--- config.mk ---
export PLATFORM = sky130hd
export DESIGN_NAME = usb_hc_state_ctrl
export DESIGN_NICKNAME = d
export VERILOG_FILES = /design/src/rtl/hc_state_pkg.sv /design/src/rtl/hcfs_fsm.sv /design/src/rtl/list_enable_stage.sv /design/src/rtl/usb_hc_state_ctrl.sv
export SDC_FILE = /design/constraint.sdc
export NUM_CORES = 1
export LEC_CHECK = 0
export BUFFER_PORTS_ARGS = -buffer_cell sky130_fd_sc_hd__buf_2
export CORE_AREA = 4 4 41 43
export DETAILED_ROUTE_END_ITERATION = 10
export DIE_AREA = 0 0 45 47
export PLACE_DENSITY_LB_ADDON = 0.1
export SLEW_MARGIN = 20
export SYNTH_ARGS = -nofsm -noshare
export SYNTH_HDL_FRONTEND = slang
export SYNTH_HIERARCHICAL = 1
export SYNTH_SLANG_ARGS = --single-unit
--- constraint.sdc ---
create_clock -name clk -period 1.85 [get_ports clk]
set_clock_uncertainty 0.2 [all_clocks]
set_input_delay 0.37 -clock clk [delete_from_list [all_inputs] [get_ports clk]]
set_output_delay 0.37 -clock clk [all_outputs]
set_load 0.03 [all_outputs]
--- src/rtl/hc_state_pkg.sv ---
package hc_state_pkg;
    localparam int STATE_W  = 2;
    localparam int N_LISTS  = 2;
    localparam int DATA_W   = 8;
    localparam int ST_LSB   = 0;
    localparam int CTRL_BIT = 2;
    localparam int BULK_BIT = 3;
    localparam int LIST_CTRL = 0;
    localparam int LIST_BULK = 1;

    typedef enum logic [STATE_W-1:0] {
        ST_RESET   = 2'b00,
        ST_RESUME  = 2'b01,
        ST_OPER    = 2'b10,
        ST_SUSPEND = 2'b11
    } hc_state_e;
endpackage

--- src/rtl/hcfs_fsm.sv ---
module hcfs_fsm
    import hc_state_pkg::*;
(
    input  logic               clk,
    input  logic               rst_n,
    input  logic               sw_reset,
    input  logic               wr_en,
    input  logic [STATE_W-1:0] wr_state,
    input  logic               resume_detect,
    output hc_state_e          state,
    output logic               resume_event
);
    hc_state_e state_q, state_d;
    logic      event_q, event_d;

    // next-state selection: SW_RESET > SW_WRITE > AUTO_RESUME > HOLD
    always_comb begin
        state_d = state_q;
        event_d = 1'b0;
        if (sw_reset) begin
            state_d = ST_SUSPEND;
        end else if (wr_en) begin
            state_d = hc_state_e'(wr_state);
        end else begin
            unique case (state_q)
                ST_SUSPEND: begin
                    if (resume_detect) begin
                        state_d = ST_RESUME;
                        event_d = 1'b1;
                    end
                end
                ST_RESET, ST_RESUME, ST_OPER: begin
                    state_d = state_q;
                end
            endcase
        end
    end

    // state register
    always_ff @(posedge clk or negedge rst_n) begin
        if (!rst_n) begin
            state_q <= ST_RESET;
            event_q <= 1'b0;
        end else begin
            state_q <= state_d;
            event_q <= event_d;
        end
    end

    // outputs
    always_comb begin
        state        = state_q;
        resume_event = event_q;
    end
endmodule

--- src/rtl/list_enable_stage.sv ---
module list_enable_stage #(
    parameter int N = 2
) (
    input  logic         clk,
    input  logic         rst_n,
    input  logic         sw_reset,
    input  logic         wr_en,
    input  logic [N-1:0] wr_bits,
    input  logic         frame_start,
    output logic [N-1:0] active
);
    logic [N-1:0] staged_q;
    logic [N-1:0] active_q;

    for (genvar i = 0; i < N; i++) begin : g_list
        always_ff @(posedge clk or negedge rst_n) begin
            if (!rst_n) begin
                staged_q[i] <= 1'b0;
                active_q[i] <= 1'b0;
            end else if (sw_reset) begin
                staged_q[i] <= 1'b0;
                active_q[i] <= 1'b0;
            end else begin
                if (frame_start) active_q[i] <= staged_q[i];
                if (wr_en)       staged_q[i] <= wr_bits[i];
            end
        end
    end

    assign active = active_q;
endmodule

--- src/rtl/usb_hc_state_ctrl.sv ---
module usb_hc_state_ctrl
    import hc_state_pkg::*;
(
    input  logic              clk,
    input  logic              rst_n,
    input  logic              wr_en,
    input  logic [DATA_W-1:0] wdata,
    input  logic              frame_start,
    input  logic              resume_detect,
    input  logic              sw_reset,
    output logic [1:0]        hcfs,
    output logic              ble_active,
    output logic              cle_active,
    output logic              resume_event
);
    hc_state_e    state;
    logic [N_LISTS-1:0] wr_bits;
    logic [N_LISTS-1:0] active;
    logic         wdata_unused;

    assign wdata_unused = ^wdata[DATA_W-1:BULK_BIT+1];

    assign wr_bits[LIST_CTRL] = wdata[CTRL_BIT];
    assign wr_bits[LIST_BULK] = wdata[BULK_BIT];

    hcfs_fsm u_fsm (
        .clk           (clk),
        .rst_n         (rst_n),
        .sw_reset      (sw_reset),
        .wr_en         (wr_en),
        .wr_state      (wdata[ST_LSB +: STATE_W]),
        .resume_detect (resume_detect),
        .state         (state),
        .resume_event  (resume_event)
    );

    list_enable_stage #(.N(N_LISTS)) u_lists (
        .clk         (clk),
        .rst_n       (rst_n),
        .sw_reset    (sw_reset),
        .wr_en       (wr_en),
        .wr_bits     (wr_bits),
        .frame_start (frame_start),
        .active      (active)
    );

    assign hcfs       = state;
    assign cle_active = active[LIST_CTRL];
    assign ble_active = active[LIST_BULK];
endmodule

=== Word level (Yosys, flattened, before mapping) ===
Index checks and enable logic that the tools add are counted.

* Register bits: 7
* Input port bits: 14
* Output and inout port bits: 5

* Equal/unequal tests: 5
* Muxes and demuxes: 16
* Reduce and logical (&&, ||, !) cells: 5

{| class="wikitable"
|+ Operator list
! kind !! count
|-
| 2-to-1 mux 1 bit || 12
|-
| 2-to-1 mux 2 bit || 4
|-
| equality test 2 bit, second input constant || 2
|-
| != test 4 bit, second input constant || 1
|-
| nonzero test 2 bit || 2
|-
| != test 3 bit, second input constant || 1
|-
| OR reduction 3 bit || 1
|-
| equality test 2 x 1 -> 1 bit, second input constant || 1
|-
| zero test 2 bit || 1
|-
| AND reduction 2 bit || 1
|}

=== Depth between registers and ports, before layout ===
* Depth in word-level cells: 4
* Depth in mapped cells: 2
* Gate-level depth less buffers: 2

=== Hierarchy ===
Netlist, hierarchy kept.

{| class="wikitable"
|+ By module, submodules not included
! module !! instances !! cells each !! area an instance (µm²)
|-
| list_enable_stage || 1 || 12 || 155.1
|-
| hcfs_fsm || 1 || 10 || 132.6
|}

=== Worst setup path after synthesis ===
Ideal clock, no wire load.

* Kind: flip-flop to flip-flop
* From: register u_fsm.state_q[0] (netlist: u_fsm/state[0])
* To: register u_fsm.state_q[0] (netlist: u_fsm/state[0])
* Library setup time: 0.124 ns
* Arrival time: 0.850 ns
* Data required time: 1.526 ns
* Setup slack: 0.676 ns
* Stages on the path, launching flop included: 3
* Buffers on the path: 0
* Cells stage by stage: dfrtp_1 -> nor2b_1 -> a211o_1

* Longest elaborated chain between the ends: 4
* Elaborated cells between the ends (all ways): 8
* Those cells by class: eq/ne: 5; reduce/logical: 3

{| class="wikitable"
|+ RTL lines
! item !! RTL line !! text
|-
| start: declaration || hcfs_fsm.sv:13 || <nowiki>hc_state_e state_q, state_d;</nowiki>
|-
| start signal: assignment || hcfs_fsm.sv:45 || <nowiki>state_q <= state_d;</nowiki>
|-
| equality test 2 x 1 -> 1 bit, or another cell as far along || hcfs_fsm.sv:25 || <nowiki>unique case (state_q)</nowiki>
|-
| OR reduction 3 bit || hcfs_fsm.sv:25 ||
|-
| != test 3 bit (no source line) || n/a ||
|-
| AND reduction 2 bit (no source line) (*) || n/a ||
|}

Mark *: on every way between the ends. The rest lies on a longest branch, timed or not.
A chain may end at the register's enable or synchronous reset.

=== Final worst setup path ===
* From: register u_fsm.state_q[1] (netlist: u_fsm/state[1])
* To: output hcfs[1]

{| class="wikitable"
|+ RTL lines
! item !! RTL line !! text
|-
| end: declaration || usb_hc_state_ctrl.sv:11 || <nowiki>output logic [1:0] hcfs,</nowiki>
|}

No word-level cell between the ends.

==> results.json <==
{
  "dr.pass1.iters": 2,
  "routed_wl_um": 625,
  "design_area_um2": 413,
  "drtAntennaViolNets": 0,
  "grt_pass1_wl_um": 1000,
  "ys_warn_count": 6,
  "grt.total_usage_pct": 7.18,
  "hold_viol": 0,
  "synth_compound_area_share_pct": 6.52,
  "die_w_um": 45,
  "drtIter0Drc": 1,
  "wl_per_cell_um": 11.2,
  "final_common_cell": "buf_2",
  "relSlewSlack_pct": 91.6,
  "run_status": "finished clean",
  "syn_inst": 22,
  "clock_path_buffers": 2,
  "antenna_found_initial": 0,
  "fin_crit_ns": 1.40,
  "grt.overflow.total": 0,
  "synth_fa_ha_area_share_pct": 0,
  "cellPowerDensity_mw_per_mm2": 851,
  "core_region_area_mm2": 0.00130,
  "io_buffers": 14,
  "synth-simple-area-share_pct": 18.7,
  "hp-class": "input port to register",
  "drc": 0,
  "synth_top_family_by_area": "simple AND/OR/NAND/NOR gates",
  "worst-slew-pin-transition_ns": 0.123,
  "worstSetupEndpointType": "primary output",
  "nFillCells": 146,
  "ys_ff_latch": 7,
  "synth.area.mux_share_pct": 13.9,
  "cts_tree": "built",
  "worstPathArrival_ns": 0.83,
  "post_cts_resized": 0,
  "crit_chain": "buf_2",
  "place_area_um2": 377,
  "crit_type": "register to primary output",
  "critPathTopFamily": "flip-flops",
  "rsz0062_at_grt": "false",
  "diodes": 0,
  "grt_max_degree": 8,
  "vias": 221,
  "worstSkewPairLatency_ns": 0.24,
  "start_util_pct": 22.1,
  "final_nets": 56,
  "gp_congestion": 0.644,
  "drv_slew": 0,
  "worstPathMaxFanout": 2,
  "ys_seq_area_share_pct": 60.9,
  "startpoint_type": "register",
  "max_stage_delay_ns": 0.38,
  "fin_crit_sh_pct": 75.9,
  "io_pins": 19,
  "synth_cell_types": 10,
  "layout-drive-gt1-share_pct": 46.3,
  "setup_viol": 0,
  "seqCellArea_um2": 175,
  "mostFrequentLayoutCells": "buf_2, dfrtp_1, mux2i_1, nor2_1, clkbuf_4",
  "grt_pass1_vias": 247,
  "reg2reg_slack_ns": 0.82,
  "htree_levels": 1,
  "rows": 13,
  "multi_input_area_um2": 113,
  "syn_area_um2": 288,
  "area_growth_pct": 43.5,
  "ir_worst_vdd_mv": 0.240,
  "fp.dieArea_mm2": 0.00212,
  "maxCapViolations": 0,
  "clock_sinks": 7,
  "crit_buf_inv": 1,
  "slowest_stage": "dfrtp_1",
  "leakage_nw": 0.218,
  "die_h_um": 47,
  "syn_avg_cell_area_um2": 13.1,
  "setup_tns_ns": 0,
  "numCtsBuffers": 3,
  "via_per_inst": 3.95,
  "syn_nets": 36,
  "fmax_ghz": 0.712,
  "clkSlewWorstSetupHoldPaths_ns": 0.05,
  "synth_xor_area_share_pct": 0,
  "cts_root_buffer": "clkbuf_4",
  "required_ns": 1.28,
  "finalCoreUtilization_pct": 31.7
}
synthesized netlist by cell type:
cell	number	area (um2)
and2_1	1	6.26
nor2b_1	1	6.26
dfrtp_1	7	175
a211o_1	1	8.76
o21ai_0	1	5.00
nor2_1	4	15.0
mux2i_1	4	40.0
nor3b_2	1	12.5
nand2b_4	1	13.8
a21oi_1	1	5.00
cell families (layout without fill, tap and decap cells):
| family | Yosys count | in the layout |
|---|---|---|
| AOI/OAI and AO/OA | 3 | 3 |
| buffers and inverters | 0 | 19 |
| DFF | 7 | 7 |
| muxes | 4 | 4 |
| and+or+nand+nor | 8 | 8 |
registers in the layout, summed over array words and instances (netlist names):
| name | count |
|---|---|
| u_lists/staged_q | 2 |
| u_lists/active | 2 |
| u_fsm/state | 2 |
| u_fsm/resume_event | 1 |
final timing paths:
kind                                       to  cells past startpoint               from
min in group asynchronous   u_lists/active[0]                      2              rst_n
setup reg to reg               u_fsm/state[0]                      2     u_fsm/state[0]
max in group asynchronous  u_fsm/resume_event                      2              rst_n
hold / removal                 u_fsm/state[0]                      2           wdata[0]
hold reg to reg             u_lists/active[0]                      2  u_lists/active[0]
setup / recovery                      hcfs[1]                      1     u_fsm/state[1]
cell type report:
cell class                 count  share of cell area, %
sequential                     7                   42.4
multi-input combinational     15                   27.3
timing repair buffer          15                   19.4
clock buffer                   4                   6.36
tap                           15                   4.55
per-stage QoR:
stage	instances	total power, W	hold slack, ns	worst slack [ns]
floorplan	22	0.000194	-0.126	0.676
global route	56	0.000372	0.140	0.403
global placement	51	0.000217	0.0106	0.699
CTS	56	0.000357	0.134	0.431
detailed placement	51	0.000219	0.0110	0.695
finish	56	0.000351	0.136	0.446
metal layers:
layer | share of wire (%) | vias to the layer above | track usage (%) | wire, um
met4 | 0 | 0 | 7.02 | 0
li1 | - | 113 | - | -
met1 | 43 | 99 | 7.48 | 269
met2 | 46 | 9 | 10.5 | 288
met5 | 0 | - | 0 | 0
met3 | 11 | 0 | 3.45 | 66
report_power, final:
part / leakage, nW / switching [W] / total [W] / internal (W)
Combinational: 0.114 / 0.0000287 / 0.0000513 / 0.0000225
Clock: 0.0150 / 0.0000523 / 0.000134 / 0.0000821
Sequential: 0.0884 / 0.00000461 / 0.000166 / 0.000161
timing repair:
item / in CTS / in global routing
hold buffers: 1 / 0
hold endpoints to repair: 7 / 0
buffers inserted: 0 / 0
No activity file was read; power rests on OpenSTA's default activity.
